==> src/rtl/pin_irq_pkg.sv <==
package pin_irq_pkg;
   localparam int PM_ANA    = 1;
   localparam int PM_IR     = 2;
   localparam int UC_BRG    = 0;
   localparam int UC_IEN    = 5;
   localparam int UC_RXSEL  = 6;
   localparam int UC_TXE    = 7;
   localparam int N_PINS    = 4;
   localparam int N_ANA     = 3;
   localparam int N_IRQ     = 3;

   typedef enum logic [1:0] {
      EDGE_FALL = 2'b00,
      EDGE_RISE = 2'b01,
      EDGE_ANY  = 2'b10
   } edge_e;

   typedef enum logic [1:0] {
      L1_NONE,
      L1_TXE,
      L1_BRG,
      L1_PIN
   } l1_src_e;

   function automatic logic edge_hit(input logic [1:0] sel, input logic cur, input logic prev);
      case (sel)
         2'b00:   return prev & ~cur;
         2'b01:   return ~prev & cur;
         default: return prev ^ cur;
      endcase
   endfunction
endpackage

==> src/rtl/pir_sync.sv <==
module pir_sync #(
   parameter int W      = 7,
   parameter int STAGES = 2
) (
   input  logic         clk,
   input  logic         rst_n,
   input  logic [W-1:0] d_i,
   output logic [W-1:0] q_o
);
   logic [W-1:0] stg [STAGES];

   always_ff @(posedge clk or negedge rst_n) begin
      if (!rst_n) begin
         for (int s = 0; s < STAGES; s++) stg[s] <= '0;
      end else begin
         stg[0] <= d_i;
         for (int s = 1; s < STAGES; s++) stg[s] <= stg[s-1];
      end
   end

   assign q_o = stg[STAGES-1];
endmodule

==> src/rtl/pir_edge.sv <==
module pir_edge (
   input  logic       clk,
   input  logic       rst_n,
   input  logic       lvl_i,
   input  logic [1:0] sel_i,
   output logic       hit_o
);
   import pin_irq_pkg::*;

   logic prev_q;

   always_ff @(posedge clk or negedge rst_n) begin
      if (!rst_n) prev_q <= 1'b0;
      else        prev_q <= lvl_i;
   end

   assign hit_o = edge_hit(sel_i, lvl_i, prev_q);
endmodule

==> src/rtl/pir_route.sv <==
module pir_route #(
   parameter logic RX_IDLE = 1'b1
) (
   input  logic                       ana_mode_i,
   input  logic                       ir_sel_i,
   input  logic [pin_irq_pkg::N_PINS-1:0] pin_s_i,
   input  logic                       cmp1_i,
   input  logic                       cmp2_i,
   input  logic                       ir_i,
   input  logic                       smr_cond_i,
   input  logic [7:0]                 uc_i,
   input  logic [pin_irq_pkg::N_PINS-1:0] wake_mask_i,
   output logic [pin_irq_pkg::N_PINS-1:0] rd_o,
   output logic                       uart_rx_o,
   output logic [pin_irq_pkg::N_PINS-1:0] wake_en_o,
   output logic                       lvl0_o,
   output logic                       lvl2_o,
   output pin_irq_pkg::l1_src_e       l1_src_o
);
   import pin_irq_pkg::*;

   logic f1;
   logic f2;
   logic txe_cond;
   logic brg_cond;
   logic [N_PINS-1:0] ana_block;

   always_comb begin
      if (ana_mode_i && ir_sel_i) f1 = ir_i;
      else if (ana_mode_i)        f1 = cmp1_i;
      else                        f1 = pin_s_i[1];
   end

   assign f2 = ana_mode_i ? cmp2_i : pin_s_i[2];

   assign rd_o[0] = ana_mode_i ? 1'b1 : pin_s_i[0];
   assign rd_o[1] = f1;
   assign rd_o[2] = f2;
   assign rd_o[3] = ana_mode_i ? ~smr_cond_i : pin_s_i[3];

   assign uart_rx_o = uc_i[UC_RXSEL] ? pin_s_i[2] : RX_IDLE;

   assign ana_block = ana_mode_i ? 4'b0110 : 4'b0000;
   assign wake_en_o = wake_mask_i & ~ana_block;

   assign lvl0_o = f2;
   assign lvl2_o = f1;

   assign txe_cond = uc_i[UC_TXE] & uc_i[UC_IEN];
   assign brg_cond = uc_i[UC_BRG] & uc_i[UC_IEN] & ~uc_i[UC_RXSEL];

   always_comb begin
      if (txe_cond)        l1_src_o = L1_TXE;
      else if (brg_cond)   l1_src_o = L1_BRG;
      else if (!ana_mode_i) l1_src_o = L1_PIN;
      else                 l1_src_o = L1_NONE;
   end

   logic unused_uc;
   assign unused_uc = ^uc_i[4:1];
endmodule

==> src/rtl/pin_irq_router.sv <==
module pin_irq_router #(
   parameter int   SYNC_STAGES = 2,
   parameter logic RX_IDLE     = 1'b1,
   parameter logic ANA_RST     = 1'b0
) (
   input  logic       clk,
   input  logic       rst_n,
   input  logic [3:0] pin_i,
   input  logic       cmp1_i,
   input  logic       cmp2_i,
   input  logic       ir_amp_i,
   input  logic       stop_i,
   input  logic       rx_evt_i,
   input  logic       txe_evt_i,
   input  logic       brg_evt_i,
   input  logic       rxie_i,
   input  logic       smr_cond_i,
   input  logic [2:0] pm_i,
   input  logic [7:0] uc_i,
   input  logic [1:0] edge_sel_i,
   input  logic [3:0] wake_mask_i,
   output logic [3:0] rd_o,
   output logic       uart_rx_o,
   output logic [3:0] wake_en_o,
   output logic [2:0] irq_o
);
   import pin_irq_pkg::*;

   localparam int SYNC_W = N_PINS + N_ANA;

   generate
      if (SYNC_STAGES < 2) begin : g_bad_sync
         $error("SYNC_STAGES must be at least 2");
      end
   endgenerate

   logic [SYNC_W-1:0] raw;
   logic [SYNC_W-1:0] synced;
   logic [N_PINS-1:0] pin_s;
   logic [N_ANA-1:0]  ana_s;
   logic [N_ANA-1:0]  ana_eff;
   logic [N_ANA-1:0]  ana_hold;

   assign raw = {ir_amp_i, cmp2_i, cmp1_i, pin_i};

   pir_sync #(.W(SYNC_W), .STAGES(SYNC_STAGES)) u_sync (
      .clk   (clk),
      .rst_n (rst_n),
      .d_i   (raw),
      .q_o   (synced)
   );

   assign pin_s = synced[N_PINS-1:0];
   assign ana_s = synced[SYNC_W-1:N_PINS];

   assign ana_eff = stop_i ? ana_hold : ana_s;

   always_ff @(posedge clk or negedge rst_n) begin
      if (!rst_n) ana_hold <= {N_ANA{ANA_RST}};
      else        ana_hold <= ana_eff;
   end

   logic    lvl0;
   logic    lvl2;
   l1_src_e l1_src;

   pir_route #(.RX_IDLE(RX_IDLE)) u_route (
      .ana_mode_i  (pm_i[PM_ANA]),
      .ir_sel_i    (pm_i[PM_IR]),
      .pin_s_i     (pin_s),
      .cmp1_i      (ana_eff[0]),
      .cmp2_i      (ana_eff[1]),
      .ir_i        (ana_eff[2]),
      .smr_cond_i  (smr_cond_i),
      .uc_i        (uc_i),
      .wake_mask_i (wake_mask_i),
      .rd_o        (rd_o),
      .uart_rx_o   (uart_rx_o),
      .wake_en_o   (wake_en_o),
      .lvl0_o      (lvl0),
      .lvl2_o      (lvl2),
      .l1_src_o    (l1_src)
   );

   logic [N_IRQ-1:0] det_lvl;
   logic [1:0]       det_sel [N_IRQ];
   logic [N_IRQ-1:0] det_hit;

   assign det_lvl    = {lvl2, pin_s[3], lvl0};
   assign det_sel[0] = edge_sel_i;
   assign det_sel[1] = EDGE_FALL;
   assign det_sel[2] = edge_sel_i;

   generate
      for (genvar k = 0; k < N_IRQ; k++) begin : g_det
         pir_edge u_edge (
            .clk   (clk),
            .rst_n (rst_n),
            .lvl_i (det_lvl[k]),
            .sel_i (det_sel[k]),
            .hit_o (det_hit[k])
         );
      end
   endgenerate

   logic [N_IRQ-1:0] irq_d;

   always_comb begin
      irq_d[0] = rxie_i ? rx_evt_i : det_hit[0];
      case (l1_src)
         L1_TXE:  irq_d[1] = txe_evt_i;
         L1_BRG:  irq_d[1] = brg_evt_i;
         L1_PIN:  irq_d[1] = det_hit[1];
         default: irq_d[1] = 1'b0;
      endcase
      irq_d[2] = det_hit[2];
   end

   always_ff @(posedge clk or negedge rst_n) begin
      if (!rst_n) irq_o <= '0;
      else        irq_o <= irq_d;
   end
endmodule

==> config.mk <==
export PLATFORM = sky130hd
export DESIGN_NAME = pin_irq_router
export DESIGN_NICKNAME = d
export VERILOG_FILES = /design/src/rtl/pin_irq_pkg.sv /design/src/rtl/pir_sync.sv /design/src/rtl/pir_edge.sv /design/src/rtl/pir_route.sv /design/src/rtl/pin_irq_router.sv
export SDC_FILE = /design/constraint.sdc
export NUM_CORES = 1
export LEC_CHECK = 0
export BUFFER_PORTS_ARGS = -buffer_cell sky130_fd_sc_hd__buf_2
export CAP_MARGIN = 20
export CORE_MARGIN = 10
export CORE_UTILIZATION = 45
export CTS_CLUSTER_SIZE = 10
export DETAILED_ROUTE_END_ITERATION = 8
export GPL_TIMING_DRIVEN = 0
export HOLD_SLACK_MARGIN = 0.03
export PLACE_DENSITY = 0.85
export SLEW_MARGIN = 15
export SYNTH_ARGS = -nofsm -noshare
export SYNTH_HDL_FRONTEND = slang
export SYNTH_HIERARCHICAL = 1
export SYNTH_SLANG_ARGS = --single-unit
==> constraint.sdc <==
create_clock -name clk -period 2.2 [get_ports clk]
set_input_delay 0.44 -clock clk [delete_from_list [all_inputs] [get_ports clk]]
set_output_delay 0.44 -clock clk [all_outputs]
set_load 0.1 [all_outputs]
**Yosys cells after proc, flatten, opt, wreduce, memory -nomap -nowiden**

Cells that the tools add are included.

- Register bits after elaboration: 23
- Input bits: 32
- Output and inout port bits: 12
- Logic and storage cells: 47

- Equal/unequal tests: 4
- Multiplexer cells: 15
- Bitwise operators: 19
- Reduce and logical (&&, ||, !) cells: 2

Operators by type and width:

| cell | count |
|---|---|
| bitwise AND 1 bit | 8 |
| 2-to-1 mux 1 bit | 7 |
| inverter 1 bit | 7 |
| 2-to-1 mux 2 bit | 3 |
| 2-to-1 mux 3 bit | 2 |
| bitwise AND 4 bit | 1 |
| == test 2 x 1 -> 1 bit (second input constant) | 2 |
| == test 2 bit (second input constant) | 2 |
| inverter 4 bit | 1 |
| one-hot mux 1 bit (2 select lines) | 2 |
| one-hot mux 1 bit (3 select lines) | 1 |
| zero test 2 bit | 1 |
| bitwise XOR 1 bit | 2 |
| logical AND 1 bit | 1 |

**Depth between registers and ports, before layout**

- Depth in word-level cells: 6
- Mapped depth: 8
- Gate-level depth less buffers: 7

**Cells and area by module**

The synthesis kept the hierarchy.

By module, submodules not included:

| module | times used | cells an instance | area an instance (µm²) | sequential area each (µm²) |
|---|---|---|---|---|
| pir_sync | 1 | 21 | 402.9 | 350.3 |
| pir_edge | 3 | 7 | 77.6 | 25.0 |
| pin_irq_router | 1 | 14 | 222.7 | 150.1 |
| pir_route | 1 | 20 | 145.1 | 0.0 |

**Worst setup path after synthesis**

No wires, ideal clock.

- Path kind: input to output
- Start point: input pm_i[1]
- End point: output rd_o[3]
- Arrival: 1.939 ns
- Required time: 1.760 ns
- Setup slack: -0.179 ns
- Cell stages on the path: 3
- Path buffers: 1
- Cell sequence: buf_6 > inv_1 > o21ai_1

- Longest elaborated chain between the ends: 1

Ends and longest elaborated chain:

| item | RTL line | text |
|---|---|---|
| start: declaration | pin_irq_router.sv:18 | `input logic [2:0] pm_i,` |
| 2-to-1 mux 1 bit | pir_route.sv:39 | `assign rd_o[3] = ana_mode_i ? ~smr_cond_i : pin_s_i[3];` |
| end: declaration | pin_irq_router.sv:22 | `output logic [3:0] rd_o,` |

Every way passes these cells.

**Final worst setup path**

- Start point: register u_sync.stg, in the netlist u_sync/q_o[5]
- End point: output rd_o[2]

- Longest elaborated chain between the ends: 2

Ends and longest elaborated chain:

| item | RTL line | text |
|---|---|---|
| start: declaration | pir_sync.sv:10 | `logic [W-1:0] stg [STAGES];` |
| 2-to-1 mux 3 bit | pin_irq_router.sv:56 | `assign ana_eff = stop_i ? ana_hold : ana_s;` |
| named net ana_eff[1] | pin_irq_router.sv:41 | `logic [N_ANA-1:0] ana_eff;` |
| 2-to-1 mux 1 bit | pir_route.sv:34 | `assign f2 = ana_mode_i ? cmp2_i : pin_s_i[2];` |

The timed path passes the listed nets, and every way through them passes these cells.

==> run metrics <==
Worst Skew=0.00218 ns; maximum clock path buffer count=2; Avg Cell Area, Syn=13.2 µm²; vias in the first global route=725; Startpoint Class=flop; DR pass1 iterations=4; Core Region=2170 µm²; Max Slew Vio Count=0; Power Density=744 nW/µm²; CP endpoint kind=output port; Data required, critical path=1.76 ns; Hold-fix buffers, CTS=0; row cnt=17; status=finished clean; CP max FO=4; htree depth=1; clock slew at reported path FFs=0.11 ns; layout cells sized above 1=50.9%; Setup TNS=0 ns; CP max stage cell=dfrtp_1; Critical Path, Cell by Cell=buf_4, mux2_2, mux2_4, buf_4, buf_6; first-pass GRT wire length=2980 µm; Max Fclk=475 MHz; simple-gate share of the synthesized area=5.61%; Area Growth Syn to Fin=25.9%; Die H=67.2 µm; # diodes=0; VDD IR max=0.000515 V; DR WL/cell=12.9 µm; Leakage Power=0.000693 µW; CTS tree=built; Synth Area in Adders=7.48%; final setup violation count=0; PortBufs=35; Clock Tree Root=clkbuf_4; DRC viols=0; kind of critical path=flop to output port; max-cap violation count=0; final wirelength=1860 µm; initial antenna violation count=0; mux cell area share after synthesis=15.0%; count of cell types in the netlist=19; Fillers=205; Worst-Skew Late Latency=0.31 ns; Clock Sinks=23; initial core utilization=46.3%; final std cells w/o fill=144; Cell Count Post-Placement=140; RD Place Congestion=0.741; Gate Count Post-Synth=76; chip width=67.2 µm; initial drt markers=8; Via Count=651; arrival time worst endpoint=1.66 ns; worst min-delay path category=primary input to async pin; global route overflow=0; Compound-Gate Fraction of Synth Area=2.24%; critical path's top delay family=multiplexers; # nets final=155; largest net degree at the start of global routing=24; number of buffers created by CTS=3; WP buf/inv=3; Final Hold Violating Endpoints=0; post-synthesis register bit count=23; most used cell, CP=buf_4; DRT antenna net count=0; RSZ-0062 raised after global routing=false; largest family of logic cells by synthesized area=multiplexers; Mapped Area=1000 µm²; fin crit period=2.10 ns; All-Layer GR Usage=8.58%; max incr delay on CP=0.38 ns; Pwr Total=940 µW; synth warn=6; I/O pins=44; period utilization=95.7%; Die ar.=4520 µm²; register area share after synthesis=57.4%; xor/xnor share of the synthesized area=0%; vias per std cell=4.52; DP Wirelength=1570 µm
-- cell usage after synthesis, drive strengths merged --
cell / n / share of area [%]
and2b: 2 / 1.7
or2: 1 / 0.62
and3b: 1 / 0.87
nand2b: 2 / 1.2
o21ai: 2 / 1.0
mux2: 5 / 6.0
nand2: 2 / 0.75
o21a: 1 / 0.75
ha: 6 / 7.5
nor2: 1 / 0.37
dfrtp: 23 / 57
a21oi: 1 / 0.50
inv: 7 / 2.6
conb: 1 / 0.37
mux2i: 9 / 9.0
buf: 12 / 9.4
-- power breakdown --
part | internal (µW) | switching (µW)
Clock | 70.9 | 120
Sequential | 454 | 8.15
Combinational | 83.0 | 205
-- state kept, by name, indices dropped and copies added, names as in the netlist --
signal	cells
ana_hold	3
g_det.u_edge/prev_q	3
irq_o	3
u_sync/q_o	7
u_sync/stg	7
-- worst register-to-register path: stages (launching register included) --
cell and delay (ns):
dfrtp_1 0.38, buf_4 0.12, mux2_2 0.26, mux2_4 0.28, ha_1 0.20, mux2i_1 0.15, mux2i_1 0.10, mux2_2 0.26
-- layer usage --
layer,vias up,global-route usage [%],share of wire [%]
met5,-,0,0
met4,0,4.62,2.6
met3,7,4.13,10
met2,25,16.6,56
met1,308,6.85,31
li1,311,-,-
-- cells by family after synthesis --
kind of cell / after synthesis
mux: 14
compound gates: 4
flops: 23
fa+ha+maj: 6
other cells: 1
buf+inv: 19
simple gates: 9
-- layout by cell type (no fill, tap or decap), drive strengths merged, types with 2 or more instances in the layout --
master,instances
mux2,5
mux2i,9
ha,6
o21ai,2
inv,7
and2b,2
buf,47
clkbuf,4
nand2,2
conb,2
nand2b,2
dfrtp,23
-- final cells by class --
cell class / instances / area (µm²) / area share [%]
inverters: 7 / 26.3 / 2.08
well taps: 28 / 35.0 / 2.77
clock buffers: 4 / 26.3 / 2.08
flip-flops and latches: 23 / 576 / 45.5
plain buffers: 12 / 93.8 / 7.43
repair buffers: 35 / 188 / 14.9
multi-input cells: 35 / 319 / 25.2
-- worst paths after layout --
path / start / endpoint / slack [ns] / cells past startpoint
min in group clk: pin_i[3] / u_sync/stg[10]$_DFF_PN0_ / 0.22 / 1
min reg2reg: u_sync/stg[13]$_DFF_PN0_ / u_sync/q_o[6]$_DFF_PN0_ / 0.36 / 0
max reg2reg: u_sync/q_o[5]$_DFF_PN0_ / irq_o[0]$_DFF_PN0_ / 0.35 / 7
max in group asynchronous: rst_n / u_sync/q_o[5]$_DFF_PN0_ / 1.80 / 1
max: u_sync/q_o[5]$_DFF_PN0_ / rd_o[2] / 0.1 / 5
min: rst_n / u_sync/stg[11]$_DFF_PN0_ / 0.07 / 1
-- per-stage QoR --
stage / util (%) / cell area, µm² / hold slack (ns) / setup slack (ns)
floorplan: - / 1010 / 0.144 / 0.340
detailed placement: 56.3 / 1220 / 0.336 / -0.00579
finish: 58.2 / 1260 / 0.0724 / 0.0951
global route: 58.2 / 1260 / 0.0899 / 0.00120
CTS: 57.7 / 1250 / 0.0858 / 0.00597
global placement: 56.3 / 1220 / 0.331 / 0.0383
-- repair_timing --
item | CTS | global route
cloned | 0 | 0
gates resized for setup | 2 | 3
endpoints found under the hold margin | 0 | 0
setup endpoints to repair | 2 | 2
buffers inserted | 0 | 0
pin swaps | 0 | 1
(Power assumes the default switching activity.)
